### src/rtl/startup_reset_pkg.sv
`timescale 1ns/1ps
// Shared types for the reset and start-up delay sequencer.
package startup_reset_pkg;

    // Cause codes reported on the status output.
    typedef enum logic [1:0] {
        CAUSE_NONE = 2'b00,
        CAUSE_POR  = 2'b01,
        CAUSE_PIN  = 2'b10,
        CAUSE_WAKE = 2'b11
    } cause_e;

    // Sequencer states.
    typedef enum logic [1:0] {
        ST_RUN   = 2'b00,
        ST_DELAY = 2'b01,
        ST_PIN   = 2'b10
    } seq_state_e;

    localparam int DFLT_BITS = 7;

endpackage

### src/rtl/startup_reset_sync.sv
`timescale 1ns/1ps
// Multi-stage synchroniser for an active-low asynchronous input.
// Assumes STAGES >= 2. Every flop resets to 1, the inactive level.
module startup_reset_sync #(
    parameter int STAGES = 2
) (
    input  logic clk,
    input  logic rst_n,
    input  logic din_n,
    output logic dout_n
);
    logic [STAGES-1:0] stage_q;

    // First stage samples the asynchronous input.
    always_ff @(posedge clk) begin
        if (!rst_n) stage_q[0] <= 1'b1;
        else        stage_q[0] <= din_n;
    end

    // Each later stage copies the previous one.
    for (genvar g = 1; g < STAGES; g++) begin : g_stage
        always_ff @(posedge clk) begin
            if (!rst_n) stage_q[g] <= 1'b1;
            else        stage_q[g] <= stage_q[g-1];
        end
    end

    assign dout_n = stage_q[STAGES-1];
endmodule

### src/rtl/startup_delay_cnt.sv
`timescale 1ns/1ps
// Start-up delay counter. It clears on clr and otherwise counts up
// while en is high. done flags the last cycle of the window.
// Assumes the controller clears it before it would wrap.
module startup_delay_cnt #(
    parameter int DELAY_CYCLES = 1024,
    localparam int CNT_W = (DELAY_CYCLES > 1) ? $clog2(DELAY_CYCLES) : 1
) (
    input  logic clk,
    input  logic rst_n,
    input  logic clr,
    input  logic en,
    output logic done
);
    logic [CNT_W-1:0] cnt_q;

    // Count register: clear takes priority over increment.
    always_ff @(posedge clk) begin
        if (!rst_n)  cnt_q <= '0;
        else if (clr) cnt_q <= '0;
        else if (en)  cnt_q <= cnt_q + 1'b1;
    end

    assign done = (cnt_q == CNT_W'(DELAY_CYCLES - 1));
endmodule

### src/rtl/startup_reset_ctrl.sv
`timescale 1ns/1ps
// Reset sequencer state machine. The power-on reset enters the delay
// with the chip reset active. The pin reset holds until release and then
// runs at once. A wake request enters the delay with the chip reset idle.
// Assumes pin_n is already synchronised.
module startup_reset_ctrl
    import startup_reset_pkg::*;
(
    input  logic   clk,
    input  logic   rst_n,
    input  logic   pin_n,
    input  logic   wake_req,
    input  logic   cnt_done,
    output logic   cnt_clr,
    output logic   cnt_en,
    output logic   hold,
    output logic   chip_rst,
    output cause_e cause
);
    seq_state_e state_q, state_d;
    logic       rst_q, rst_d;
    cause_e     cause_q, cause_d;

    // Next-state logic: the pin has priority, then wake, then the count.
    always_comb begin
        state_d = state_q;
        rst_d   = rst_q;
        cause_d = cause_q;
        case (state_q)
            ST_RUN: begin
                if (!pin_n) begin
                    state_d = ST_PIN; rst_d = 1'b1; cause_d = CAUSE_PIN;
                end else if (wake_req) begin
                    state_d = ST_DELAY; cause_d = CAUSE_WAKE;
                end
            end
            ST_DELAY: begin
                if (!pin_n) begin
                    state_d = ST_PIN; rst_d = 1'b1; cause_d = CAUSE_PIN;
                end else if (wake_req) begin
                    cause_d = CAUSE_WAKE;
                end else if (cnt_done) begin
                    state_d = ST_RUN; rst_d = 1'b0;
                end
            end
            ST_PIN: begin
                if (pin_n) begin
                    state_d = ST_RUN; rst_d = 1'b0;
                end
            end
            default: begin
                state_d = ST_PIN; rst_d = 1'b1;
            end
        endcase
    end

    // State registers: power-on enters the delay with the chip reset active.
    always_ff @(posedge clk) begin
        if (!rst_n) begin
            state_q <= ST_DELAY;
            rst_q   <= 1'b1;
            cause_q <= CAUSE_POR;
        end else begin
            state_q <= state_d;
            rst_q   <= rst_d;
            cause_q <= cause_d;
        end
    end

    // Counter control: count only inside an undisturbed delay window.
    always_comb begin
        cnt_clr = (state_q != ST_DELAY) || !pin_n || wake_req || cnt_done;
        cnt_en  = 1'b1;
    end

    assign hold     = (state_q != ST_RUN);
    assign chip_rst = rst_q;
    assign cause    = cause_q;
endmodule

### src/rtl/startup_reset_seq.sv
`timescale 1ns/1ps
// Top of the reset and start-up delay sequencer. It synchronises the pin,
// runs the delay counter and state machine, and fans the chip reset out
// to the default-load strobes and the watchdog run enable.
// Assumes rst_n is the power-on indication, already synchronous to clk.
module startup_reset_seq
    import startup_reset_pkg::*;
#(
    parameter int DELAY_CYCLES = 1024,
    parameter int SYNC_STAGES  = 2
) (
    input  logic                 clk,
    input  logic                 rst_n,
    input  logic                 ext_rst_n,
    input  logic                 wake_req,
    output logic                 core_hold,
    output logic                 chip_rst,
    output logic [1:0]           cause,
    output logic [DFLT_BITS-1:0] dflt_load,
    output logic                 wdt_run
);
    logic   pin_sync_n;
    logic   cnt_clr, cnt_en, cnt_done;
    cause_e cause_w;

    startup_reset_sync #(.STAGES(SYNC_STAGES)) u_sync (
        .clk(clk), .rst_n(rst_n), .din_n(ext_rst_n), .dout_n(pin_sync_n)
    );

    startup_delay_cnt #(.DELAY_CYCLES(DELAY_CYCLES)) u_cnt (
        .clk(clk), .rst_n(rst_n), .clr(cnt_clr), .en(cnt_en), .done(cnt_done)
    );

    startup_reset_ctrl u_ctrl (
        .clk(clk), .rst_n(rst_n), .pin_n(pin_sync_n), .wake_req(wake_req),
        .cnt_done(cnt_done), .cnt_clr(cnt_clr), .cnt_en(cnt_en),
        .hold(core_hold), .chip_rst(chip_rst), .cause(cause_w)
    );

    assign cause = cause_w;

    // Default-load fan-out: one strobe per block that takes a reset state.
    for (genvar g = 0; g < DFLT_BITS; g++) begin : g_dflt
        assign dflt_load[g] = chip_rst;
    end

    assign wdt_run = ~chip_rst;
endmodule

### config.mk
export PLATFORM = sky130hd
export DESIGN_NAME = startup_reset_seq
export DESIGN_NICKNAME = d
export VERILOG_FILES = /design/src/rtl/startup_reset_pkg.sv /design/src/rtl/startup_reset_sync.sv /design/src/rtl/startup_delay_cnt.sv /design/src/rtl/startup_reset_ctrl.sv /design/src/rtl/startup_reset_seq.sv
export SDC_FILE = /design/constraint.sdc
export NUM_CORES = 1
export LEC_CHECK = 0
export BUFFER_PORTS_ARGS = -buffer_cell sky130_fd_sc_hd__buf_2
export CORE_MARGIN = 2
export CORE_UTILIZATION = 59
export CTS_BUF_LIST = sky130_fd_sc_hd__clkbuf_2
export CTS_CLUSTER_DIAMETER = 150
export DETAILED_ROUTE_END_ITERATION = 8
export PLACE_DENSITY = 0.85
export SLEW_MARGIN = 20
export SYNTH_ARGS = -nofsm -noshare
export SYNTH_HDL_FRONTEND = slang
export SYNTH_HIERARCHICAL = 1
export SYNTH_SLANG_ARGS = --single-unit
### constraint.sdc
create_clock -name clk -period 3.4 [get_ports clk]
set_input_delay 0 -clock clk [delete_from_list [all_inputs] [get_ports clk]]
set_output_delay 0 -clock clk [all_outputs]
set_load 0.005 [all_outputs]
# Word-level counts from Yosys, hierarchy flattened
# Index checks and enable logic that the tools add are counted.
# word_totals
reg_bits,17
input_bits,4
output_inout_bits,12
elab_cells,45
# classes
add_sub_neg,1
eq_ne,10
n_mux,15
n_bitwise,2
reduce_logical,11
# ops
cell,count
2-to-1 mux 2 bit,8
"adder 10 x 1 -> 10 bit, second input constant",1
"== test 10 bit, second input constant",1
AND reduction 4 bit,2
"inequality test 2 bit, second input constant",3
"inequality test 3 bit, second input constant",2
one-hot mux 2 bit (3 select lines),1
2-to-1 mux 1 bit,5
OR reduction 2 bit,2
logical OR 1 bit,3
"inequality test 3 x 2 -> 1 bit, second input constant",1
one-hot mux 1 bit (3 select lines),1
"== test 2 x 1 -> 1 bit, second input constant",1
"== test 2 bit, second input constant",1
zero test 2 bit,1
"inequality test 2 x 1 -> 1 bit, second input constant",1
inverter 1 bit,2
AND reduction 2 bit,1
nonzero test 2 bit,1
zero test 1 bit,1

# Depth between registers and ports, before layout
# logic_depth
ltp_word,5
mapped_depth,7
ltp_nobuf,7

# Cells and area by module
# Netlist, hierarchy kept.
# by_module_without_submodules
module,instances,cells_per_inst,area_per_inst_um2,seq_area_each_um2
startup_delay_cnt,1,53,464.2,200.2
startup_reset_ctrl,1,26,219.0,100.1
startup_reset_seq,1,8,56.3,0.0
startup_reset_sync,1,4,52.6,40.0

# Worst setup path before layout
# No wires, ideal clock.
# synth_timing
path_type,register to register
start,register u_cnt.cnt_q[0]
end,register u_cnt.cnt_q[5]
setup_time_ns,0.070
arrival_time_ns,1.609
path_slack_ns,1.720
stages_incl_launch_ff,8
n_path_buf,1
synth_period_minus_slack_ns,1.680
cell_sequence,dfxtp_1 -> ha_1 -> nand2_1 -> nor4_1 -> or4b_1 -> nand2b_1 -> clkbuf_1 -> a21oi_1
# synth_via
elab_chain_len,3
elab_cells_between_ends,4
cone_classes,add/sub (1); eq/ne (1); reduce/logical (2)
# synth_rtl
element,line_no,text
"start, declared",startup_delay_cnt.sv:15,logic [CNT_W-1:0] cnt_q;
"start signal, assigned",startup_delay_cnt.sv:21,else if (en) cnt_q <= cnt_q + 1'b1;
== test 10 bit,startup_delay_cnt.sv:24,assign done = (cnt_q == CNT_W'(DELAY_CYCLES - 1));
named net cnt_done,startup_reset_seq.sv:23,"logic cnt_clr, cnt_en, cnt_done;"
logical OR 1 bit,startup_reset_ctrl.sv:72,cnt_clr = (state_q != ST_DELAY) || !pin_n || wake_req || cnt_done;
named net cnt_clr,startup_reset_seq.sv:23,
OR reduction 2 bit (no source line),--,
# The timed path passes the listed nets, and every way through them passes these cells.
# A chain may end at the register's enable or synchronous reset.

# Worst setup path in the final report
# layout_timing
start,register u_cnt.cnt_q[0]
end,register u_ctrl.state_q[0]
# layout_via
elab_chain_len,3
# layout_rtl
element,line_no,text
== test 10 bit,startup_delay_cnt.sv:24,
named net cnt_done,startup_reset_seq.sv:23,
inequality test 3 x 2 -> 1 bit (no source line),--,
AND reduction 4 bit (no source line),--,
"end signal, assigned",startup_reset_ctrl.sv:64,state_q <= state_d;
"end, declared",startup_reset_ctrl.sv:20,"seq_state_e state_q, state_d;"
# The timed path passes the listed nets, and every way through them passes these cells.

==> flow_metrics.py <==
metrics = {
    "finish": {
        "fin_util_pct": 68.06,
        "layout-drive-gt1-share_pct": 21.15,
        "multi_input_area_um2": 361.6,
        "final_cell_mix": "17 x dfxtp_1, 15 x buf_2, 8 x nand2_1, 7 x a21oi_1, 6 x nor2_1",
        "antennaDiodeCount": 0,
        "fill_cells": 105,
        "area_growth_pct": 10.43,
        "seqCellArea_um2": 340.3,
        "mostFrequentLayoutCell": "dfxtp_1",
        "nets": 110,
        "fin_cells": 119,
        "stdcell_area_um2": 874.6,
    },
    "power": {
        "power_frac_seq_pct": 63.5,
        "p_total_uw": 330.3,
        "internal_power_uw": 248.2,
        "p_leak_nw": 0.3277,
        "pwr-share-comb_pct": 9.6,
        "pwr-share-clk_pct": 26.9,
        "powerDensity_nw_per_um2": 377.7,
        "swShare_pct": 24.86,
        "ir_drop_mv": 0.2647,
        "p_sw_uw": 82.13,
    },
    "setup_path": {
        "worst_path_max_delay_cell": "dlygate4sd3_1",
        "cp_data_arrival_time_ns": 2.16,
        "cp_cell_sequence": "ha_1 -> nand2_1 -> nor4_1 -> inv_1 -> a21oi_1 -> o21ai_0 -> dlygate4sd3_1",
        "end_kind": "flop",
        "crit_start": "u_cnt/cnt_q[0]$_SDFFE_PP0P_",
        "cpPeakStageDelay_ns": 0.55,
        "crit_type": "flop to flop",
        "cp-start-kind": "flop",
        "crit_required_ns": 3.61,
        "cp_max_fo": 4,
        "reg2reg_from": "u_cnt/cnt_q[0]$_SDFFE_PP0P_",
    },
    "clock_tree": {
        "cts_tree": "built",
        "cts_resized": 0,
        "cts.sinks": 17,
        "cts-hold-fix-buffers": 4,
        "insertion_delay_ns": 0.29,
        "cts_root_buffer": "clkbuf_2",
        "cts_max_path_buffers": 2,
        "cts_max_level": 1,
        "post-cts-setup-buffers": 0,
        "cts.clk_slew.worst_paths_ns": 0.16,
        "cts_made_buffers": 3,
    },
    "grt": {
        "grt_pass1_wl_mm": 2.049,
        "overflow": 0,
        "grt_max_degree": 12,
        "antenna_found_initial": 0,
        "grt.total_usage_pct": 19.86,
        "grt_pass1_vias": 487,
    },
    "route": {
        "dr.pass1.iters": 4,
        "wire_per_inst_um": 11.17,
        "drt_first_iter_violations": 24,
        "routed_wl_mm": 1.329,
        "post-route-drc-count": 0,
        "vias": 640,
        "antenna_left": 0,
        "vias_per_cell": 5.378,
    },
    "timing": {
        "layout_setup_ws_ns": 1.441,
        "clock.fmax_ghz": 0.5103,
        "finalCriticalPeriod_ns": 1.959,
        "rsz0062_at_grt": "false",
        "hold_viol": 0,
        "fin_crit_sh_pct": 57.63,
        "fin_hold_ws_ns": 0.01746,
        "finalClockSkew_ns": 0.007339,
        "fin_tns_setup_ns": 0,
        "finalSetupViolCount": 0,
        "maxSlewViolCount": 0,
    },
    "logic_synthesis": {
        "synth_edf_count": 0,
        "synth_fa_ha_area_share_pct": 1.580,
        "syn_area_um2": 792.0,
        "synthDistinctLibCells": 32,
        "yosys_register_bits": 17,
        "avgSynthCellArea_um2": 8.703,
        "synth_fp_nets": 96,
        "synthFlopType": "dfxtp_1",
        "synth_top_family_by_area": "simple AND/OR/NAND/NOR gates",
        "synth_simple_gate_area_share_pct": 23.54,
        "synth-xor-area-share_pct": 4.423,
        "muxShareOfSynthArea_pct": 2.528,
        "ys_warn_count": 6,
        "ys_seq_area_share_pct": 42.97,
        "synthCells": 91,
        "synth_compound_area_share_pct": 13.11,
        "ys_async_sr_fraction_pct": 0,
    },
    "place": {
        "dp_worst_setup_slack_ns": 1.616,
        "dpl.hpwl_um": 948.4,
        "post_dp_cell_area_um2": 814.5,
        "gp_congestion": 0.7285,
        "dp_cells": 111,
        "portBuffers": 15,
    },
    "floorplanning": {
        "pin_count": 16,
        "die_height_um": 40.64,
        "coreArea_um2": 1285,
        "die_w_um": 40.64,
        "num_rows": 13,
        "dieArea_um2": 1652,
        "start_util_pct": 61.64,
    },
    "hold_path": {
        "min_from": "wake_req",
        "min_path_type": "primary input to flop",
    },
    "status": {
        "status": "finished, final reports clean",
    },
    "job": {
        "max_cap_violations": 0,
    },
}
power by group through the flow:
stage	Clock, mW	Sequential, mW	Combinational, mW
finish	0.0887	0.210	0.0317
global route	0.102	0.211	0.0358
detailed placement	0	0.214	0.0277
global placement	0	0.214	0.0270
floorplan	0	0.214	0.0227
CTS	0.0926	0.210	0.0314
layout make-up:
class / instances / share of cell area (%)
flip-flops and latches: 17 / 38.91
well taps: 15 / 2.146
repair buffers: 19 / 13.16
clock buffers: 3 / 1.717
inverters: 5 / 2.146
multi-input cells: 59 / 41.34
clock inverters: 1 / 0.5722
synth_stat cells, types with 2 or more instances:
cell,instances,area share [%]
dfxtp_1,17,43
buf_4,9,8.5
nand2_1,8,3.8
a21oi_1,7,4.4
nor2_1,6,2.8
inv_1,4,1.9
nand2b_1,4,3.2
o31ai_1,3,2.8
or4_1,3,2.8
mux2i_1,2,2.5
nand3_1,2,1.3
nand4_1,2,1.6
nor4_1,2,1.6
o21ai_0,2,1.3
xnor2_1,2,2.2
xor2_1,2,2.2
per-layer routing:
| metal | track usage [%] | wire length (µm) | vias to the layer above |
|---|---|---|---|
| met4 | 12.50 | 14 | 0 |
| met2 | 29.76 | 602 | 20 |
| met3 | 6.522 | 66 | 2 |
| met1 | 24.32 | 645 | 284 |
| met5 | 0 | 0 | - |
| li1 | - | - | 334 |
state kept, by name (all words and copies together), names as in the netlist:
signal,count
u_sync/stage_q,1
u_ctrl/state_q,2
u_sync/dout_n,1
u_cnt/cnt_q,10
u_ctrl/cause,2
u_ctrl/chip_rst,1
worst max-delay path: cells and delay by family (launching register included):
kind                     cells  cell delay [ns]
AO/OA/AOI/OAI                2             0.23
AND/OR/NAND/NOR              2             0.35
buffers and inverters        2             0.64
flip-flops                   1             0.44
adder cells (fa/ha/maj)      1             0.22
path summary, 6_finish.rpt:
check             slack, ns  cells after the start                        endpoint
setup / recovery       1.44                      7  u_ctrl/state_q[0]$_SDFFE_PN1P_
hold reg to reg        0.44                      1        u_sync/dout_n$_SDFF_PN1_
setup reg to reg       1.44                      7  u_ctrl/state_q[0]$_SDFFE_PN1P_
hold / removal         0.02                      3    u_ctrl/cause[0]$_SDFFE_PN1P_
cell families after synthesis:
logic type      after synthesis
flops                        17
xor+xnor                      4
compound gates               17
simple gates                 34
other cells                   1
fa+ha+maj                     1
mux                           2
buf+inv                      15
(Power assumes the default switching activity.)
